[src/rtl/evc_pkg.sv]
package evc_pkg;

    // Clear-write counter states
    typedef enum logic [1:0] {
        CLR_ARMED    = 2'd0,
        CLR_COUNTING = 2'd1,
        CLR_FINAL    = 2'd2
    } clr_state_t;

    // Interrupt line states
    typedef enum logic {
        IRQ_QUIET  = 1'b0,
        IRQ_RAISED = 1'b1
    } irq_state_t;

endpackage

[src/rtl/evc_clear_fsm.sv]
module evc_clear_fsm
    import evc_pkg::*;
#(
    parameter int CLEAR_WRITES = 4
) (
    input  logic clk,
    input  logic rst_n,
    input  logic clr_we,
    output logic retire
);
    localparam int CNT_W = (CLEAR_WRITES > 2) ? $clog2(CLEAR_WRITES) : 1;
    localparam logic [CNT_W-1:0] LAST_MID = CNT_W'(CLEAR_WRITES - 2);

    clr_state_t       state_q, state_d;
    logic [CNT_W-1:0] cnt_q, cnt_d;

    // State register
    always_ff @(posedge clk or negedge rst_n) begin
        if (!rst_n) begin
            state_q <= CLR_ARMED;
            cnt_q   <= '0;
        end else begin
            state_q <= state_d;
            cnt_q   <= cnt_d;
        end
    end

    // Next state
    always_comb begin
        state_d = state_q;
        cnt_d   = cnt_q;
        if (clr_we) begin
            unique case (state_q)
                CLR_ARMED: begin
                    if (CLEAR_WRITES <= 2) begin
                        state_d = CLR_FINAL;
                    end else begin
                        state_d = CLR_COUNTING;
                        cnt_d   = CNT_W'(1);
                    end
                end
                CLR_COUNTING: begin
                    if (cnt_q == LAST_MID) begin
                        state_d = CLR_FINAL;
                        cnt_d   = '0;
                    end else begin
                        cnt_d = cnt_q + CNT_W'(1);
                    end
                end
                CLR_FINAL: begin
                    state_d = CLR_ARMED;
                    cnt_d   = '0;
                end
                default: begin
                    state_d = CLR_ARMED;
                    cnt_d   = '0;
                end
            endcase
        end
    end

    // Outputs
    always_comb begin
        retire = 1'b0;
        unique case (state_q)
            CLR_FINAL:    retire = clr_we;
            CLR_ARMED,
            CLR_COUNTING: retire = 1'b0;
            default:      retire = 1'b0;
        endcase
    end

    AST_COUNT_ADVANCE: assert property (@(posedge clk) disable iff (!rst_n)
        (clr_we && state_q != CLR_FINAL) |=> (state_q != CLR_ARMED));
    AST_FINAL_WRAPS: assert property (@(posedge clk) disable iff (!rst_n)
        (clr_we && state_q == CLR_FINAL) |=> (state_q == CLR_ARMED));
    AST_IDLE_HOLDS: assert property (@(posedge clk) disable iff (!rst_n)
        !clr_we |=> $stable(state_q));

endmodule

[src/rtl/evc_pending.sv]
module evc_pending #(
    parameter int NUM_EVENTS  = 8,
    parameter int RESET_EVENT = 2,
    localparam int EV_W       = $clog2(NUM_EVENTS)
) (
    input  logic                  clk,
    input  logic                  rst_n,
    input  logic                  retire,
    input  logic                  ev_valid,
    input  logic [EV_W-1:0]       ev_num,
    output logic [NUM_EVENTS-1:0] pend_q,
    output logic [NUM_EVENTS-1:0] pend_next,
    output logic [EV_W-1:0]       next_idx,
    output logic                  next_found
);
    localparam logic [NUM_EVENTS-1:0] RESET_MASK = NUM_EVENTS'(1) << RESET_EVENT;

    logic [NUM_EVENTS-1:0] after_ret;
    logic [NUM_EVENTS-1:0] req_mask;

    // Retire first: drop the lowest set bit
    always_comb begin
        after_ret = pend_q;
        if (retire) begin
            after_ret = pend_q & (pend_q - NUM_EVENTS'(1));
        end
    end

    // Lowest set bit among the survivors
    always_comb begin
        next_idx   = '0;
        next_found = 1'b0;
        for (int i = NUM_EVENTS - 1; i >= 0; i--) begin
            if (after_ret[i]) begin
                next_idx   = EV_W'(i);
                next_found = 1'b1;
            end
        end
    end

    // New request applied after the retire
    always_comb begin
        req_mask = '0;
        if (ev_valid) begin
            req_mask = NUM_EVENTS'(1) << ev_num;
        end
        pend_next = after_ret | req_mask;
    end

    always_ff @(posedge clk or negedge rst_n) begin
        if (!rst_n) begin
            pend_q <= RESET_MASK;
        end else begin
            pend_q <= pend_next;
        end
    end

    AST_REQ_LATCHED: assert property (@(posedge clk) disable iff (!rst_n)
        ev_valid |=> pend_q[$past(ev_num)]);
    AST_RETIRE_ONE: assert property (@(posedge clk) disable iff (!rst_n)
        (retire && !ev_valid && pend_q != '0) |=>
        ($countones(pend_q) == $countones($past(pend_q)) - 1));
    AST_NO_SPURIOUS: assert property (@(posedge clk) disable iff (!rst_n)
        (!retire && !ev_valid) |=> $stable(pend_q));

endmodule

[src/rtl/evc_number.sv]
module evc_number #(
    parameter int NUM_EVENTS  = 8,
    parameter int RESET_EVENT = 2,
    localparam int EV_W       = $clog2(NUM_EVENTS)
) (
    input  logic            clk,
    input  logic            rst_n,
    input  logic            retire,
    input  logic            next_found,
    input  logic [EV_W-1:0] next_idx,
    input  logic            num_we,
    input  logic [EV_W-1:0] num_wdata,
    input  logic            ev_valid,
    input  logic [EV_W-1:0] ev_num,
    output logic [EV_W-1:0] num_q
);
    logic [EV_W-1:0] base;
    logic [EV_W-1:0] num_d;

    always_comb begin
        base = num_q;
        if (retire && next_found) begin
            base = next_idx;
        end
        if (num_we) begin
            base = num_wdata;
        end
        num_d = base;
        if (ev_valid && (base == '0 || ev_num < base)) begin
            num_d = ev_num;
        end
    end

    always_ff @(posedge clk or negedge rst_n) begin
        if (!rst_n) begin
            num_q <= EV_W'(RESET_EVENT);
        end else begin
            num_q <= num_d;
        end
    end

    AST_SMALLER_TAKES: assert property (@(posedge clk) disable iff (!rst_n)
        (ev_valid && !retire && !num_we && ev_num < num_q) |=> (num_q == $past(ev_num)));
    AST_LARGER_IGNORED: assert property (@(posedge clk) disable iff (!rst_n)
        (ev_valid && !retire && !num_we && num_q != '0 && ev_num >= num_q) |=> $stable(num_q));
    AST_WRITE_LOADS: assert property (@(posedge clk) disable iff (!rst_n)
        (num_we && !ev_valid) |=> (num_q == $past(num_wdata)));

endmodule

[src/rtl/evc_irq_ctrl.sv]
module evc_irq_ctrl
    import evc_pkg::*;
#(
    parameter int NUM_EVENTS   = 8,
    parameter int RESET_EVENT  = 2,
    parameter int CLEAR_WRITES = 4,
    parameter int ADDR_W       = 4,
    parameter int NUM_ADDR     = 0,
    parameter int CLR_ADDR     = 1,
    localparam int EV_W        = $clog2(NUM_EVENTS)
) (
    input  logic              clk,
    input  logic              rst_n,
    input  logic              ev_valid,
    input  logic [EV_W-1:0]   ev_num,
    input  logic              reg_wr,
    input  logic [ADDR_W-1:0] reg_addr,
    input  logic [EV_W-1:0]   reg_wdata,
    output logic              irq_o,
    output logic [EV_W-1:0]   event_num_o
);
    logic                  clr_we;
    logic                  num_we;
    logic                  retire;
    logic [NUM_EVENTS-1:0] pend_q;
    logic [NUM_EVENTS-1:0] pend_next;
    logic [EV_W-1:0]       next_idx;
    logic                  next_found;
    irq_state_t            irq_q, irq_d;

    assign clr_we = reg_wr && (reg_addr == ADDR_W'(CLR_ADDR));
    assign num_we = reg_wr && (reg_addr == ADDR_W'(NUM_ADDR));

    evc_clear_fsm #(
        .CLEAR_WRITES (CLEAR_WRITES)
    ) u_clear (
        .clk    (clk),
        .rst_n  (rst_n),
        .clr_we (clr_we),
        .retire (retire)
    );

    evc_pending #(
        .NUM_EVENTS  (NUM_EVENTS),
        .RESET_EVENT (RESET_EVENT)
    ) u_pending (
        .clk        (clk),
        .rst_n      (rst_n),
        .retire     (retire),
        .ev_valid   (ev_valid),
        .ev_num     (ev_num),
        .pend_q     (pend_q),
        .pend_next  (pend_next),
        .next_idx   (next_idx),
        .next_found (next_found)
    );

    evc_number #(
        .NUM_EVENTS  (NUM_EVENTS),
        .RESET_EVENT (RESET_EVENT)
    ) u_number (
        .clk        (clk),
        .rst_n      (rst_n),
        .retire     (retire),
        .next_found (next_found),
        .next_idx   (next_idx),
        .num_we     (num_we),
        .num_wdata  (reg_wdata),
        .ev_valid   (ev_valid),
        .ev_num     (ev_num),
        .num_q      (event_num_o)
    );

    // Interrupt state register
    always_ff @(posedge clk or negedge rst_n) begin
        if (!rst_n) begin
            irq_q <= IRQ_RAISED;
        end else begin
            irq_q <= irq_d;
        end
    end

    // Interrupt transitions
    always_comb begin
        irq_d = irq_q;
        unique case (irq_q)
            IRQ_QUIET:  if (pend_next != '0) irq_d = IRQ_RAISED;
            IRQ_RAISED: if (pend_next == '0) irq_d = IRQ_QUIET;
            default:    irq_d = IRQ_QUIET;
        endcase
    end

    // Output decode
    always_comb begin
        unique case (irq_q)
            IRQ_RAISED: irq_o = 1'b1;
            IRQ_QUIET:  irq_o = 1'b0;
            default:    irq_o = 1'b0;
        endcase
    end

    AST_IRQ_ON_EVENT: assert property (@(posedge clk) disable iff (!rst_n)
        ev_valid |=> irq_o);
    AST_IRQ_MATCHES_PEND: assert property (@(posedge clk) disable iff (!rst_n)
        irq_o == (pend_q != '0));
    AST_IRQ_FALL_CAUSE: assert property (@(posedge clk) disable iff (!rst_n)
        $fell(irq_o) |-> $past(retire));
    AST_IRQ_QUIET_HOLD: assert property (@(posedge clk) disable iff (!rst_n)
        (!ev_valid && !retire) |=> $stable(irq_o));

endmodule

[config.mk]
export PLATFORM = sky130hd
export DESIGN_NAME = evc_irq_ctrl
export DESIGN_NICKNAME = d
export VERILOG_FILES = /design/src/rtl/evc_pkg.sv /design/src/rtl/evc_clear_fsm.sv /design/src/rtl/evc_pending.sv /design/src/rtl/evc_number.sv /design/src/rtl/evc_irq_ctrl.sv
export SDC_FILE = /design/constraint.sdc
export NUM_CORES = 1
export LEC_CHECK = 0
export ABC_CLOCK_PERIOD_IN_PS = 4300
export BUFFER_PORTS_ARGS = -buffer_cell sky130_fd_sc_hd__buf_4
export CORE_MARGIN = 2
export CORE_UTILIZATION = 30
export DETAILED_ROUTE_END_ITERATION = 10
export MAX_ROUTING_LAYER = met4
export PLACE_DENSITY_LB_ADDON = 0.12
export SLEW_MARGIN = 20
export SYNTH_ARGS = -nofsm -noshare
export SYNTH_HDL_FRONTEND = slang
export SYNTH_SLANG_ARGS = --single-unit
[constraint.sdc]
create_clock -name clk -period 4.3 [get_ports clk]
set_input_delay 0.645 -clock clk [delete_from_list [all_inputs] [get_ports clk]]
set_output_delay 0.645 -clock clk [all_outputs]
set_load 0.02 [all_outputs]
# Word level (Yosys, flattened, before mapping)

Index checks and enable logic that the tools add are counted.

Add/sub/neg operators: 2
Magnitude comparators: 1
Equality and inequality tests: 5
Shifts and indexed selects: 1
Multiplexer cells: 30
Bitwise operators: 3
Reduce and logical (&&, ||, !) cells: 11

Operator list:

| kind                  | count |
|---|---|
| $mux W3               | 11 |
| $mux W8               | 2 |
| $mux W1               | 11 |
| $and A8 B8 Y8         | 1 |
| $logic_not A8 Y1      | 1 |
| $or A8 B8 Y8          | 1 |
| $pmux W2 S2           | 2 |
| $reduce_bool A8 Y1    | 1 |
| $shl A1 B3 Y8 const A | 1 |
| $sub A8 B1 Y8 const B | 1 |
| $eq A2 B2 Y1 const B  | 2 |
| $eq A4 B1 Y1 const B  | 1 |
| $logic_and A1 B1 Y1   | 4 |
| $logic_not A4 Y1      | 1 |
| $mux W2               | 2 |
| $pmux W1 S2           | 2 |
| $logic_not A3 Y1      | 1 |
| $lt A3 B3 Y1          | 1 |
| $add A2 B1 Y2 const B | 1 |
| $eq A2 B1 Y1 const B  | 1 |
| $logic_not A2 Y1      | 1 |
| $ne A2 B1 Y1 const B  | 1 |
| $reduce_and A2 Y1     | 1 |
| $logic_or A1 B1 Y1    | 1 |
| $not A1 Y1            | 1 |

Register bits: 16
Bits of input ports: 14
Output and inout bits: 4
Word-level logic and storage cells: 58

# Longest topological paths before layout

Gate-level depths: netlist of run 1.

Word-level depth: 19
Gate-level depth with buffers: 12
Gate-level depth less buffers: 10

# Modules after synthesis

Synthesis of run 1 repeated with hierarchy kept, for this count alone.

Cells, all modules: 123
Area, all modules: 1193.6 um2

By module, submodules not included:

| module        | times used | cells each | area an instance (um2) |
|---|---|---|---|
| evc_pending   | 1          | 66         | 561.8 |
| evc_number    | 1          | 33         | 347.8 |
| evc_clear_fsm | 1          | 17         | 191.4 |
| evc_irq_ctrl  | 1          | 7          | 92.6 |

# Worst setup path before layout of run 1

No wires, ideal clock.

Path type: input -> register
Start point: input port reg_addr[1]
End point: register u_number.num_q[2]
Library setup time: 0.116 ns
Data arrival time: 3.478 ns
Data required time: 4.184 ns
Setup slack: 0.706 ns
Cell stages on the path: 11
Buffers on the path: 1
Path through: or4b_4 -> buf_6 -> or4_2 -> maj3_1 -> o2bb2ai_1 -> a21oi_2 -> ha_1 -> nand2_1 -> o2bb2a_1 -> nand2_1 -> o311ai_0

Word-level cells in the longest chain between the ends: 19
Elaborated cells between the ends (all ways): 30

RTL lines:

| element                                          | line                | text |
|---|---|---|
| start: declaration                               | evc_irq_ctrl.sv:17  | `input logic [ADDR_W-1:0] reg_addr,` |
| $eq A4 B1 Y1                                     | evc_irq_ctrl.sv:31  | `assign clr_we = reg_wr && (reg_addr == ADDR_W'(CLR_ADDR));` |
| $logic_and A1 B1 Y1                              | evc_irq_ctrl.sv:31  |  |
| $mux W1                                          | evc_clear_fsm.sv:65 | `unique case (state_q)` |
| $mux W8                                          | evc_pending.sv:24   | `if (retire) begin` |
| $mux W1 (8 in series)                            | evc_pending.sv:34   | `if (after_ret[i]) begin` |
| $logic_and A1 B1 Y1                              | evc_number.sv:22    | `if (retire && next_found) begin` |
| $mux W3                                          | evc_number.sv:22    |  |
| $mux W3 *                                        | evc_number.sv:25    | `if (num_we) begin` |
| $lt A3 B3 Y1 or $logic_not A3 Y1 (tied branches) | evc_number.sv:29    | `if (ev_valid && (base == '0 \|\| ev_num < base)) begin` |
| $logic_or A1 B1 Y1                               | evc_number.sv:29    |  |
| $logic_and A1 B1 Y1                              | evc_number.sv:29    |  |
| $mux W3 *                                        | evc_number.sv:29    |  |
| via u_number.num_d[2]                            | evc_number.sv:18    | `logic [EV_W-1:0] num_d;` |
| end signal: assignment                           | evc_number.sv:36    | `num_q <= EV_W'(RESET_EVENT);` |
| end signal: assignment                           | evc_number.sv:38    | `num_q <= num_d;` |
| end: declaration                                 | evc_number.sv:15    | `output logic [EV_W-1:0] num_q` |

Mark *: on every way through the listed nets, which the timed path passes. The rest lies on a longest branch.
A chain may end at the register's enable or synchronous reset.

# Worst setup path in the final report of run 1

Ends and elaborated chain as after synthesis.

==> results.env, run 1 <==
FINALWIRELENGTH_UM=2970
CELL_TYPE_OF_THE_SLOWEST_STAGE_ON_THE_WORST_TIMING_PATH='or4_2'
FF_LATCH_AREA_SQ_UM=404.1
POSTCTSHOLDBUFS=0
PLACEMENT.SETUP.WORST_SLACK_PS=460.3
REGTOREGSETUPSLACK_PS=920
CP_MAX_FO=12
NUMBER_OF_ENABLE_TYPE_REGISTER_CELLS_IN_THE_SYNTHESIZED_NETLIST=0
CLK_SKEW_PS=2.106
WORST_PIN_SLEW_PS=430.5
DIEHEIGHT_UM=66.62
DRTANTENNAVIOLNETS=0
MAXCAPVIOLCOUNT=0
SYNTHDISTINCTLIBCELLS=54
TIMING.CRITICAL_PATH.REQUIRED_PS=4440
R2R_CELL_COUNT=10
MAXIMUM_NUMBER_OF_PINS_ON_ONE_NET_BEFORE_GLOBAL_ROUTE_REPAIR=17
TRACK_USAGE_PCT=14.99
CRITICAL_PATH.REG2REG.ENDPOINT='u_number.num_q[2]'
MAX_STAGE_DELAY_PS=650
STARTING_DRT_DRC_COUNT=71
CRIT_PATH_START_KIND='primary input'
POWER.NET_SWITCHING_mW=0.1852
CPMOSTUSEDCELL='nand2_1'
CLOCKBUFFERDEPTH=2
MAXSLEWHEADROOM_PCT=71.06
CTS_TREE='done'
FINALHOLDVIOLATIONS=0
SETUP_TNS_AFTER_FINAL_LAYOUT_PS=0
HTREE_LEVELS=1
DR_TOTAL_VIAS=1081
OUTCOME='finished, final reports clean'
CTS_SINKS=16
SLEW_VIOLATIONS=0
FINAL_LAYOUT_SIZE_SUFFIX_GT1_SHARE_PCT=27.40
MULTI_INPUT_COMB_AREA_SQ_UM=706.9
CRIT_PATH_END='u_number.num_q[2]'
CRITPATHARRIVALTIME_PS=3730
MAPPEDNETLISTNETS=148
SYNTHCELLS=132
GPL.FINAL_WEIGHTED_CONGESTION=0.7823
CTS_SETUP_BUFFERS=0
FP-ROW-COUNT=22
ANTENNA_CELLS_INSERTED=0
GRT_FIRST_PASS_WIRELENGTH_UM=4968
CELLPOWERDENSITY_mW_PER_MM2=394.3
SETUP_VIOL=0
MAX_FREQ_MHz=278.1
CRITICAL_PATH.TOP_DELAY_FAMILY='simple AND/OR/NAND/NOR gates'
REG2REG_FROM='u_pending.pend_q[0]'
CTSROOTBUFFERMASTER='clkbuf_8'
SYNTH.YOSYS.WARNINGS=0
SYNTH_SEQ_CELLS=16
DETAIL_ROUTE.DRC_VIOLATIONS=0
FIRST_PASS_ITERS=4
FINALWORSTSETUPSLACK_PS=703.5
CHIPWIDTH_UM=66.62
SYN-CELL-AREA_SQ_MM=0.001176
CTS_MADE_BUFFERS=3
SEQ_AREA_FRAC_SYNTH_PCT=34.36
IOS=18
P_COMB_SHARE_PCT=36.5
INITIAL_CORE_UTIL_PCT=31.65
NUMBER_OF_GLOBAL_ROUTE_VIAS_BEFORE_REPAIR=1031
POSTSYNTH.TOPFLOPCELL='dfrtp_1'
IO_BUFFERS=17
MIN_PERIOD_PS=3596
WORST-PATH-STAGES=11
PLACE_HPWL_UM=2303
GRT-OVFL-TOTAL=0
STARTPOINT='reg_addr[1]'
IRDROPWORSTVDD_mV=0.2346
CORE_AREA_SQ_MM=0.003716
CTS.CLK_SLEW.WORST_PATHS_PS=60
AVGVIACOUNTPERCELL=5.572
POSTSYNTH.ASYNCRESETSHARE_PCT=100.0
LAYOUT.CELLS.MOST_COMMON='buf_4'
FINAL_CELL_MIX='buf_4 (17), nand2_1 (14), dfrtp_1 (13)'
WORST_HOLD_PATH_TYPE='in2async'
POST_DRT_WL_PER_CELL_UM=15.31
ANTENNA_VIOLATIONS_BEFORE_REPAIR=0
SWITCHING_SHARE_PCT=34.32
SYN2LAYOUT_AREA_GROWTH_PCT=16.38
DIEAREA_SQ_MM=0.004438
P_INT_mW=0.3545
CLK-INSERTION-DELAY-LATE_PS=250
TIMING.SETUP.CRITICAL_PATH_CLASS='in2reg'
SHARE_CLK_OF_TOTAL_POWER_PCT=24.5
CRIT_PATH_CELL_TRACE='buf_4, or4b_4, or4_2, maj3_1, o2bb2ai_1, a21oi_2, ha_1, nand2_1, o2bb2a_1, nand2_1, o311ai_0'
CP.BUFFERS_INVERTERS=1
LAYOUT.NETS=163
LEAKAGEPOWER_nW=0.5099
CRIT_SHARE_POST_ROUTE_PCT=83.64
CTS_RESIZED=0
NUM-FILL-CELLS=380
SYN_AREA_PER_CELL_SQ_UM=8.910
PWR-SHARE-SEQ_PCT=39.0
GRT_SETUP_UNREPAIRED='no'
CRITPATHCAPTURETYPE='flip-flop'
-- worst min path at each step --
stage          slack, ps             start  cells after the start             endpoint
2_1_floorplan        350             rst_n                      0     u_clear.cnt_q[0]
3_3_place_gp         500  u_clear.cnt_q[1]                      1     u_clear.cnt_q[1]
3_5_place_dp         500  u_clear.cnt_q[1]                      1     u_clear.cnt_q[1]
4_1_cts              240             rst_n                      1    u_number.num_q[2]
5_1_grt              250             rst_n                      1  u_pending.pend_q[6]
6_report             240             rst_n                      1  u_pending.pend_q[7]
-- sequential cells by signal (all words and copies together), names as in the netlist --
signal,count
irq_q,1
u_clear.cnt_q,2
u_clear.state_q,2
u_number.num_q,3
u_pending.pend_q,8
-- area by class of cell --
type | instances | area share [%]
repair buffers | 17 | 9.324
inverters | 4 | 1.097
multi-input cells | 105 | 51.65
flip-flops and latches | 16 | 29.52
well taps | 48 | 4.388
clock buffers | 4 | 4.022
-- kinds of logic (layout without fill, tap and decap cells) --
logic type,count (synthesis),in the layout,synth area share [%]
adder cells (fa/ha/maj),5,5,4.681
AND/OR/NAND/NOR,56,56,26.81
flip-flops,16,16,34.36
AO/OA/AOI/OAI,43,43,27.87
buffers and inverters,11,25,5.531
XOR/XNOR,1,1,0.7448
-- per-layer routing --
metal,global-route usage [%],routed length (um)
met5,-,0
met2,24.63,1380
met4,1.531,11
met3,3.716,131
met1,19.44,1447
-- synthesized netlist by cell type (3+ instances only) --
| cell type | count | area, sq um |
|---|---|---|
| nand2_1 | 14 | 52.55 |
| dfrtp_1 | 13 | 325.3 |
| o21ai_0 | 11 | 55.05 |
| nor2_1 | 7 | 26.28 |
| nand3_1 | 6 | 30.03 |
| inv_1 | 4 | 15.01 |
| nor3_1 | 4 | 20.02 |
| a31o_2 | 3 | 26.28 |
| buf_6 | 3 | 33.78 |
| clkbuf_1 | 3 | 11.26 |
| dfstp_2 | 3 | 78.83 |
| maj3_1 | 3 | 30.03 |
| nand4_1 | 3 | 18.77 |
| o31ai_1 | 3 | 22.52 |
| o41ai_1 | 3 | 26.28 |
-- power by group through the flow --
| stage | Combinational (mW) | Clock [mW] | Sequential (mW) |
|---|---|---|---|
| 6_report | 0.197 | 0.132 | 0.210 |
| 5_1_grt | 0.217 | 0.144 | 0.213 |
| 4_1_cts | 0.196 | 0.137 | 0.211 |
| 3_5_place_dp | 0.196 | 0 | 0.213 |
| 3_3_place_gp | 0.194 | 0 | 0.213 |
| 2_1_floorplan | 0.121 | 0 | 0.218 |
-- through the flow --
step / std cells / utilization, % / hold WS [ps] / cell area, sq um / total power [mW]
3_3_place_gp: 190 / 35.35 / 500.4 / 1314 / 0.4071
2_1_floorplan: 132 / - / 349.4 / 1176 / 0.3389
3_5_place_dp: 190 / 35.35 / 503.9 / 1314 / 0.4086
5_1_grt: 194 / 36.84 / 247.9 / 1369 / 0.5734
4_1_cts: 194 / 36.84 / 242.9 / 1369 / 0.5436
6_report: 194 / 36.84 / 243.3 / 1369 / 0.5398
Power figures use the tool's default switching activity.
==> run 2, diff against run 1 <==
--- a/config.mk
+++ b/config.mk
@@ -5,7 +5,7 @@
 export SDC_FILE = /design/constraint.sdc
 export NUM_CORES = 1
 export LEC_CHECK = 0
-export ABC_CLOCK_PERIOD_IN_PS = 4300
+export ABC_CLOCK_PERIOD_IN_PS = 3700
 export BUFFER_PORTS_ARGS = -buffer_cell sky130_fd_sc_hd__buf_4
 export CORE_MARGIN = 2
 export CORE_UTILIZATION = 30
==> constraint.sdc (replaced) <==
create_clock -name clk -period 3.7 [get_ports clk]
set_input_delay 0.555 -clock clk [delete_from_list [all_inputs] [get_ports clk]]
set_output_delay 0.555 -clock clk [all_outputs]
set_load 0.02 [all_outputs]
==> results.env, run 2 (synthesis results as in run 1) <==
CHIPWIDTH_UM=66.62
IRDROPWORSTVDD_mV=0.3330
CELLPOWERDENSITY_mW_PER_MM2=454.7
POST_DRT_WL_PER_CELL_UM=15.23
DIEAREA_SQ_MM=0.004438
WORST_PIN_SLEW_PS=433.3
FIRST_PASS_ITERS=4
CLK_SKEW_PS=5.564
CTSROOTBUFFERMASTER='clkbuf_8'
CRITPATHARRIVALTIME_PS=3510
GRT-OVFL-TOTAL=0
LAYOUT.CELLS.MOST_COMMON='buf_4'
NUMBER_OF_GLOBAL_ROUTE_VIAS_BEFORE_REPAIR=1019
CRIT_SHARE_POST_ROUTE_PCT=91.07
POSTCTSHOLDBUFS=0
PLACE_HPWL_UM=2291
P_COMB_SHARE_PCT=37.2
ANTENNA_CELLS_INSERTED=0
FINALHOLDVIOLATIONS=0
FINAL_LAYOUT_SIZE_SUFFIX_GT1_SHARE_PCT=29.33
GRT_FIRST_PASS_WIRELENGTH_UM=4974
NUM-FILL-CELLS=387
SYN2LAYOUT_AREA_GROWTH_PCT=18.94
CRITICAL_PATH.TOP_DELAY_FAMILY='compound AO/OA/AOI/OAI gates'
MIN_PERIOD_PS=3370
WORST_HOLD_PATH_TYPE='in2async'
POWER.NET_SWITCHING_mW=0.2164
INITIAL_CORE_UTIL_PCT=31.65
REG_TOP3='u_pending.pend_q: 8 flops, u_number.num_q: 3 flops'
IO_BUFFERS=17
MAX_FREQ_MHz=296.8
CTS_SINKS=16
PWR-SHARE-SEQ_PCT=37.3
STARTING_DRT_DRC_COUNT=108
MAXSLEWHEADROOM_PCT=70.89
CTS.CLK_SLEW.WORST_PATHS_PS=70
PLACEMENT.SETUP.WORST_SLACK_PS=78.55
CRITPATHCAPTURETYPE='flip-flop'
CTS_RESIZED=0
CP.BUFFERS_INVERTERS=2
TIMING.SETUP.CRITICAL_PATH_CLASS='in2reg'
AVGVIACOUNTPERCELL=5.793
CTS_MADE_BUFFERS=3
MAX_STAGE_DELAY_PS=530
CLK-INSERTION-DELAY-LATE_PS=250
LEAKAGEPOWER_nW=0.5286
GPL.FINAL_WEIGHTED_CONGESTION=0.8507
HTREE_LEVELS=1
MAXIMUM_NUMBER_OF_PINS_ON_ONE_NET_BEFORE_GLOBAL_ROUTE_REPAIR=17
FINAL.HOLD.WORST_SLACK_PS=148.3
FINAL_CELL_MIX='buf_4 (21), nand2_1 (14), dfrtp_1 (13)'
MAX_FLOP_REGISTER='u_pending.pend_q'
CPMOSTUSEDCELL='buf_4'
LAYOUT.NETS=167
CTS_TREE='done'
SETUP_VIOL=0
CRIT_PATH_START_KIND='primary input'
CORE_AREA_SQ_MM=0.003716
SWITCHING_SHARE_PCT=34.03
IOS=18
CP_MAX_FO=11
P_INT_mW=0.4196
NUMBER_OF_FLIP_FLOPS_IN_THE_LARGEST_REGISTER=8
CLOCKBUFFERDEPTH=2
SLEW_VIOLATIONS=0
CELL_TYPE_OF_THE_SLOWEST_STAGE_ON_THE_WORST_TIMING_PATH='or4b_4'
FINALWORSTSETUPSLACK_PS=330.3
OUTCOME='finished, final reports clean'
MAXCAPVIOLCOUNT=0
GRT_SETUP_UNREPAIRED='no'
TIMING.CRITICAL_PATH.REQUIRED_PS=3840
DETAIL_ROUTE.DRC_VIOLATIONS=0
DR_TOTAL_VIAS=1147
DRTANTENNAVIOLNETS=0
CRIT_PATH_CELL_TRACE='buf_4, or4b_4, buf_4, or3_4, a221o_2, o2bb2ai_1, a21oi_2, ha_1, nand2_1, o2bb2a_1, a31o_2, o311ai_0'
TRACK_USAGE_PCT=15.54
ANTENNA_VIOLATIONS_BEFORE_REPAIR=0
DIEHEIGHT_UM=66.62
FINALWIRELENGTH_UM=3016
CTS_SETUP_BUFFERS=0
DESIGN_POWER_TOTAL_mW=0.6360
FP-ROW-COUNT=22
SETUP_TNS_AFTER_FINAL_LAYOUT_PS=0
SHARE_CLK_OF_TOTAL_POWER_PCT=25.5
## run 2: cell types whose count changed in the layout (fill, tap and decap cells not counted)
| cell | delta |
|---|---|
| buf_4 | +4 |
## run 2: area by class of cell
cell class / count / area, sq um / area share (%)
Timing Repair Buffer: 21 / 157.7 / 11.27
Clock buffer: 4 / 55.05 / 3.936
Multi-Input combinational cell: 105 / 706.9 / 50.54
Sequential cell: 16 / 404.1 / 28.89
Inverter: 4 / 15.01 / 1.073
Tap cell: 48 / 60.06 / 4.293
## run 2: layer usage
layer	vias to the layer above	track usage [%]	part of all wire (%)
li1	545	-	-
met1	561	21.29	47
met2	35	22.50	46
met3	6	2.703	5.0
met4	0	6.633	2.1
met5	-	-	0
## run 2: final timing paths
| check | from | to | slack (ps) | depth (start not counted) |
|---|---|---|---|---|
| min in group clk | u_clear.state_q[1] | u_clear.state_q[0] | 500 | 1 |
| max in group asynchronous | rst_n | irq_q | 3290 | 1 |
| hold / removal | rst_n | u_pending.pend_q[1] | 150 | 1 |
| setup / recovery | reg_addr[1] | u_number.num_q[2] | 330 | 12 |
| hold reg to reg | u_clear.state_q[1] | u_clear.state_q[0] | 500 | 1 |
| setup reg to reg | u_pending.pend_q[1] | u_number.num_q[2] | 410 | 10 |
## run 2: metrics by stage
stage                     instances  utilization [%]  cell area [sq um]
after floorplan                 132                -               1176
after global placement          194            36.16               1344
after detailed placement        194            36.16               1344
after CTS                       198            37.64               1399
after global routing            198            37.64               1399
final                           198            37.64               1399
## run 2: power by group through the flow
stage / Combinational, mW / Clock (mW) / Sequential, mW
2_1_floorplan: 0.140 / 0 / 0.253
4_1_cts: 0.239 / 0.166 / 0.237
3_3_place_gp: 0.237 / 0 / 0.240
3_5_place_dp: 0.239 / 0 / 0.240
6_report: 0.237 / 0.162 / 0.237
5_1_grt: 0.262 / 0.179 / 0.243
